$ cat src/rtl/divmod_pkg.sv
package divmod_pkg;

  typedef enum logic {
    ST_IDLE = 1'b0,
    ST_RUN  = 1'b1
  } div_state_t;

  // Fixed answer for a zero divisor or signed overflow, quotient side.
  function automatic logic [31:0] min_word();
    return 32'h8000_0000;
  endfunction

endpackage

$ cat src/rtl/divmod_prep.sv
// Operand conditioning: magnitudes, sign flags and special-case detection.
module divmod_prep #(
  parameter int W = 32
) (
  input  logic [W-1:0] a_i,
  input  logic [W-1:0] b_i,
  input  logic         sgn_i,
  output logic [W-1:0] mag_a_o,
  output logic [W-1:0] mag_b_o,
  output logic         neg_a_o,
  output logic         neg_b_o,
  output logic         zero_div_o,
  output logic         ovf_o
);
  localparam logic [W-1:0] MOST_NEG = {1'b1, {(W-1){1'b0}}};
  localparam logic [W-1:0] ALL_ONES = {W{1'b1}};

  always_comb begin
    neg_a_o    = sgn_i & a_i[W-1];
    neg_b_o    = sgn_i & b_i[W-1];
    mag_a_o    = neg_a_o ? (~a_i + 1'b1) : a_i;
    mag_b_o    = neg_b_o ? (~b_i + 1'b1) : b_i;
    zero_div_o = (b_i == '0);
    ovf_o      = sgn_i & (a_i == MOST_NEG) & (b_i == ALL_ONES);
  end
endmodule

$ cat src/rtl/divmod_step.sv
// One restoring iteration: shift in a dividend bit, try to subtract.
module divmod_step #(
  parameter int W = 32
) (
  input  logic [W-1:0] rem_i,
  input  logic [W-1:0] quo_i,
  input  logic [W-1:0] div_i,
  output logic [W-1:0] rem_o,
  output logic [W-1:0] quo_o
);
  logic [W:0] trial;
  logic [W:0] diff;
  logic       fits;

  always_comb begin
    trial = {rem_i, quo_i[W-1]};
    diff  = trial - {1'b0, div_i};
    fits  = ~diff[W];
    rem_o = fits ? diff[W-1:0] : trial[W-1:0];
    quo_o = {quo_i[W-2:0], fits};
  end
endmodule

$ cat src/rtl/divmod_post.sv
// Sign restoration, special-value substitution and widening.
module divmod_post #(
  parameter int W  = 32,
  parameter int OW = 64
) (
  input  logic [W-1:0]  quo_mag_i,
  input  logic [W-1:0]  rem_mag_i,
  input  logic          neg_q_i,
  input  logic          neg_r_i,
  input  logic          want_rem_i,
  input  logic          fixed_i,
  output logic [OW-1:0] res_o
);
  localparam logic [W-1:0] MOST_NEG = {1'b1, {(W-1){1'b0}}};

  logic [W-1:0] word;

  always_comb begin
    if (fixed_i) begin
      word = want_rem_i ? '0 : MOST_NEG;
    end else if (want_rem_i) begin
      word = neg_r_i ? (~rem_mag_i + 1'b1) : rem_mag_i;
    end else begin
      word = neg_q_i ? (~quo_mag_i + 1'b1) : quo_mag_i;
    end
    res_o = {{(OW-W){word[W-1]}}, word};
  end
endmodule

$ cat src/rtl/word_divider.sv
module word_divider #(
  parameter int W     = 32,
  parameter int OW    = 64,
  parameter int STEPS = 1
) (
  input  logic          clk,
  input  logic          rst_n,
  input  logic          start_i,
  input  logic [W-1:0]  op_a_i,
  input  logic [W-1:0]  op_b_i,
  input  logic          want_rem_i,
  input  logic          signed_i,
  output logic          busy_o,
  output logic          done_o,
  output logic [OW-1:0] result_o
);
  import divmod_pkg::*;

  localparam int ITER  = W / STEPS;
  localparam int CNT_W = (ITER > 1) ? $clog2(ITER) : 1;
  localparam logic [CNT_W-1:0] CNT_LAST = CNT_W'(ITER - 1);

  // reset: asynchronous assert, synchronous release
  logic rst_meta_q, rst_sync_n;
  always_ff @(posedge clk or negedge rst_n) begin
    if (!rst_n) begin
      rst_meta_q <= 1'b0;
      rst_sync_n <= 1'b0;
    end else begin
      rst_meta_q <= 1'b1;
      rst_sync_n <= rst_meta_q;
    end
  end

  div_state_t       state_q, state_d;
  logic [W-1:0]     rem_q, rem_d;
  logic [W-1:0]     quo_q, quo_d;
  logic [W-1:0]     div_q, div_d;
  logic [CNT_W-1:0] cnt_q, cnt_d;
  logic             neg_q_q, neg_q_d;
  logic             neg_r_q, neg_r_d;
  logic             mode_rem_q, mode_rem_d;
  logic             done_q, done_d;
  logic [OW-1:0]    res_q, res_d;
  logic             dp_en, res_en;

  logic [W-1:0] mag_a, mag_b;
  logic         neg_a, neg_b, zero_div, ovf, fixed_case, accept;

  divmod_prep #(.W(W)) u_prep (
    .a_i        (op_a_i),
    .b_i        (op_b_i),
    .sgn_i      (signed_i),
    .mag_a_o    (mag_a),
    .mag_b_o    (mag_b),
    .neg_a_o    (neg_a),
    .neg_b_o    (neg_b),
    .zero_div_o (zero_div),
    .ovf_o      (ovf)
  );

  // iteration chain, STEPS restoring stages per clock
  logic [W-1:0] rem_chain [STEPS+1];
  logic [W-1:0] quo_chain [STEPS+1];
  assign rem_chain[0] = rem_q;
  assign quo_chain[0] = quo_q;

  for (genvar g = 0; g < STEPS; g++) begin : g_stage
    divmod_step #(.W(W)) u_step (
      .rem_i (rem_chain[g]),
      .quo_i (quo_chain[g]),
      .div_i (div_q),
      .rem_o (rem_chain[g+1]),
      .quo_o (quo_chain[g+1])
    );
  end

  // the post stage sees live flags when idle, latched values when running
  logic          running;
  logic          post_neg_q, post_neg_r, post_rem, post_fixed;
  logic [OW-1:0] post_res;

  always_comb begin
    running    = (state_q == ST_RUN);
    post_neg_q = running ? neg_q_q    : 1'b0;
    post_neg_r = running ? neg_r_q    : 1'b0;
    post_rem   = running ? mode_rem_q : want_rem_i;
    post_fixed = running ? 1'b0       : fixed_case;
  end

  divmod_post #(.W(W), .OW(OW)) u_post (
    .quo_mag_i  (quo_chain[STEPS]),
    .rem_mag_i  (rem_chain[STEPS]),
    .neg_q_i    (post_neg_q),
    .neg_r_i    (post_neg_r),
    .want_rem_i (post_rem),
    .fixed_i    (post_fixed),
    .res_o      (post_res)
  );

  // next-state logic
  always_comb begin
    fixed_case = zero_div | ovf;
    accept     = start_i & (state_q == ST_IDLE);
    state_d    = state_q;
    rem_d      = rem_q;
    quo_d      = quo_q;
    div_d      = div_q;
    cnt_d      = cnt_q;
    neg_q_d    = neg_q_q;
    neg_r_d    = neg_r_q;
    mode_rem_d = mode_rem_q;
    res_d      = res_q;
    done_d     = 1'b0;
    dp_en      = 1'b0;
    res_en     = 1'b0;
    unique case (state_q)
      ST_IDLE: begin
        if (accept) begin
          if (fixed_case) begin
            res_d  = post_res;
            res_en = 1'b1;
            done_d = 1'b1;
          end else begin
            state_d    = ST_RUN;
            dp_en      = 1'b1;
            rem_d      = '0;
            quo_d      = mag_a;
            div_d      = mag_b;
            cnt_d      = CNT_LAST;
            neg_q_d    = neg_a ^ neg_b;
            neg_r_d    = neg_a;
            mode_rem_d = want_rem_i;
          end
        end
      end
      ST_RUN: begin
        dp_en = 1'b1;
        rem_d = rem_chain[STEPS];
        quo_d = quo_chain[STEPS];
        cnt_d = cnt_q - 1'b1;
        if (cnt_q == '0) begin
          state_d = ST_IDLE;
          res_d   = post_res;
          res_en  = 1'b1;
          done_d  = 1'b1;
        end
      end
      default: state_d = ST_IDLE;
    endcase
  end

  // registers
  always_ff @(posedge clk or negedge rst_sync_n) begin
    if (!rst_sync_n) begin
      state_q <= ST_IDLE;
      done_q  <= 1'b0;
    end else begin
      state_q <= state_d;
      done_q  <= done_d;
    end
  end

  always_ff @(posedge clk or negedge rst_sync_n) begin
    if (!rst_sync_n) begin
      rem_q      <= '0;
      quo_q      <= '0;
      div_q      <= '0;
      cnt_q      <= '0;
      neg_q_q    <= 1'b0;
      neg_r_q    <= 1'b0;
      mode_rem_q <= 1'b0;
    end else if (dp_en) begin
      rem_q      <= rem_d;
      quo_q      <= quo_d;
      div_q      <= div_d;
      cnt_q      <= cnt_d;
      neg_q_q    <= neg_q_d;
      neg_r_q    <= neg_r_d;
      mode_rem_q <= mode_rem_d;
    end
  end

  always_ff @(posedge clk or negedge rst_sync_n) begin
    if (!rst_sync_n) begin
      res_q <= '0;
    end else if (res_en) begin
      res_q <= res_d;
    end
  end

  assign busy_o   = (state_q == ST_RUN);
  assign done_o   = done_q;
  assign result_o = res_q;

endmodule

$ cat config.mk
export PLATFORM = sky130hd
export DESIGN_NAME = word_divider
export DESIGN_NICKNAME = d
export VERILOG_FILES = /design/src/rtl/divmod_pkg.sv /design/src/rtl/divmod_prep.sv /design/src/rtl/divmod_step.sv /design/src/rtl/divmod_post.sv /design/src/rtl/word_divider.sv
export SDC_FILE = /design/constraint.sdc
export NUM_CORES = 1
export LEC_CHECK = 0
export ABC_CLOCK_PERIOD_IN_PS = 9250
export BUFFER_PORTS_ARGS = -buffer_cell sky130_fd_sc_hd__clkbuf_2
export CAP_MARGIN = 5
export CORE_AREA = 2 2 173 175
export CTS_CLUSTER_SIZE = 12
export DETAILED_ROUTE_END_ITERATION = 7
export DIE_AREA = 0 0 175 177
export SYNTH_ARGS = -nofsm -noshare
export SYNTH_HDL_FRONTEND = slang
export SYNTH_SLANG_ARGS = --single-unit
$ cat constraint.sdc
create_clock -name clk -period 9.25 [get_ports clk]
set_clock_uncertainty 0.1 [all_clocks]
set_input_delay 0.925 -clock clk [delete_from_list [all_inputs] [get_ports clk]]
set_output_delay 0.925 -clock clk [all_outputs]
set_load 0.02 [all_outputs]
==> results.toml <==
[setup_path]
crit_type = "reg -> reg"
critPathArrivalTime_ps = 6430
cp_slowest_stage_delay_ps = 570
startpoint_type = "flip-flop"
reg2reg_to = "result_o[24]$_DFFE_PN0P_"
required_ps = 9480
crit_path_max_fanout = 12
reg2regPathDepth = 19
r2r_start = "quo_q[31]$_DFFE_PN0P_"
regToRegSetupSlack_ps = 3050
slowest_stage = "or4_1"
critPathCaptureType = "flip-flop"
path_cells = "inv_1 -> ha_1 -> fa_1 -> nand2b_1 -> a21oi_1 -> o21ai_0 -> a21o_1 -> a41o_1 -> nor2_4 -> clkinv_1 -> a21oi_1 -> ha_1 -> nand3_1 -> or4_1 -> nor4_1 -> a41oi_1 -> nor3_1 -> mux2i_1 -> a221o_1"

[synth]
yosysMostFrequentCell = "nand2_1"
ys.flop_type = "dfrtp_1"
syn_area_per_cell_um2 = 7.752
synth_nets = 1594
yosysTopAreaCell = "dfrtp_1"
synth.area.top_cells = "dfrtp_1 30%, a21oi_1 6.3%, nand2_1 6.3%"
yosys.area_share.simple = 0.2135
synth_top_family_by_area = "compound AO/OA/AOI/OAI gates"
synthMuxAreaShare = 0.04761
yosys_warnings = 0
synth_edf_count = 0
syn_area_mm2 = 0.01151
synthDistinctLibCells = 71
synthTopCellsByCount = "192 x nand2_1, 147 x nor2_1, 145 x a21oi_1"
synth_seq_cells = 140
ys_seq_area_frac = 0.3043
synth_compound_area_frac = 0.2227
async_flop_share = 1.000
synth_fa_ha_area_frac = 0.04413
synth_top_area_share = 0.3043
synthXorXnorAreaFrac = 0.1012
syn_inst = 1485

[drt]
drt_iter0_drc = 884
num_vias = 10988
firstDrtPassIters = 5
drt-total-wl_um = 36210
wl_per_cell_um = 18.72
vias_per_cell = 5.681
drc = 0
drtAntennaViolNets = 0

[floorplan]
ios = 135
rows = 63
dieArea_mm2 = 0.03098
die_x_um = 175
initial_utilization = 0.3936
die_y_um = 177
coreArea_mm2 = 0.02924

[hold_path]
hp-class = "in -> async"

[clock_network]
clk_pin_slew_ps = 70
holdBufCountCts = 0
cts_max_level = 4
post_cts_resized = 0
cts_tree = "yes"
clock_sinks = 140
cts.path.max_buffers = 2
cts_buffers = 17
clkLatencyLatePin_ps = 440
root_buffer = "clkbuf_16"
post_cts_buffers = 0

[final_layout]
area_growth_pct = 11.00
nNetsFinal = 1641
final_area_mm2 = 0.01278
layout-drive-gt1-share = 0.1269
n_antenna_cell = 0
layoutNonFillerInstCount = 1934

[timing]
final-setup-viol-count = 0
hold_violations = 0
max_slew_margin = 0.2987
drv_slew = 0
period_needed_ps = 6198
post-route-period-util = 0.6701
finalSetupTns_ps = 0
rsz0062_at_grt = "no"
fin_hold_ws_ps = 158.2
max_freq_ghz = 0.1613
worst_slew_pin_slew_ps = 1052

[placement]
gp_congestion = 0.9126
dp_cells = 1903
hpwl_um = 27780
port_buffers = 134
dpl-instance-area_mm2 = 0.01218

[global_routing]
grt_pass1_vias = 10274
grt_max_degree = 91
grt_use_total = 0.2350
grt.overflow.total = 0
grtUsageMet3 = 0.03114
grt_util_met2 = 0.3745
top_usage_layer = "met2"
grtUsageMet1 = 0.3307
antenna_found_initial = 0
grt_pass1_wl_um = 57130

[run]
drv_cap = 0

[run_status]
status = "complete, no violations"
-- worst max-delay path: cells and delay by family, from the launching register on --
family,cells,cell delay (ps)
AO/OA/AOI/OAI,7,2450
adder cells (fa/ha/maj),3,920
buffers and inverters,2,320
flip-flops,1,400
multiplexers,1,110
AND/OR/NAND/NOR,6,1760
-- cells in the final DEF, fill, tap and decap left out, drive strengths merged, types with 9 or more instances in the layout --
master	instances
o221ai	13
nand2b	9
o21ai	125
nor4	14
xor2	65
nand4	19
ha	39
or4	13
or3	22
nand3	19
inv	54
nor3	41
a211oi	12
mux2i	48
and2	12
xnor2	68
nor2	147
and3	11
clkbuf	152
a31oi	16
a21oi	145
nand2	192
o211ai	10
dfrtp	140
o31ai	19
a21o	17
-- how the worst max path moves through the flow --
stage	startpoint	end	slack (ps)	depth (start not counted)
after floorplan	rem_q[9]$_DFFE_PN0P_	result_o[24]$_DFFE_PN0P_	3990	19
after global placement	quo_q[31]$_DFFE_PN0P_	result_o[24]$_DFFE_PN0P_	3430	19
after detailed placement	quo_q[31]$_DFFE_PN0P_	result_o[24]$_DFFE_PN0P_	3240	19
after CTS	quo_q[31]$_DFFE_PN0P_	result_o[24]$_DFFE_PN0P_	3210	19
after global routing	quo_q[31]$_DFFE_PN0P_	result_o[16]$_DFFE_PN0P_	2710	20
final	quo_q[31]$_DFFE_PN0P_	result_o[24]$_DFFE_PN0P_	3050	19
-- stage by stage --
step             util  setup slack (ps)
2_1_floorplan       -              3988
3_3_place_gp   0.4165              3429
3_5_place_dp   0.4165              3242
4_1_cts        0.4369              3213
5_1_grt        0.4369              2712
6_report       0.4369              3052
-- sequential cells by signal (all words and copies together) (netlist names) --
name / cells
busy_o: 1
cnt_q: 5
div_q: 32
done_o: 1
mode_rem_q: 1
neg_q_q: 1
neg_r_q: 1
quo_q: 32
rem_q: 32
result_o: 32
rst_meta_q: 1
rst_sync_n: 1
-- area by class of cell --
type,instances,area (µm²)
clock inverters,13,167.7
fillers,2943,16470
repair buffers,142,730.7
multi-input cells,1179,7256
flip-flops and latches,140,3511
inverters,52,195.2
clock buffers,18,429.2
well taps,390,488.0
-- layer usage --
layer	vias to the layer above	wire (µm)
met5	-	0
met4	0	873
met3	58	1667
met2	319	16630
met1	5257	17040
li1	5354	-
-- cells by family after synthesis --
family | after synthesis
and+or+nand+nor | 528
AOI/OAI and AO/OA | 423
buffers and inverters | 166
DFF | 140
xor gates and xnor gates | 133
muxes | 54
adders and majority gates | 40
other | 1
Power is not shown: default switching activity piles up to over one toggle a cycle in this logic, so the estimate is an artifact.
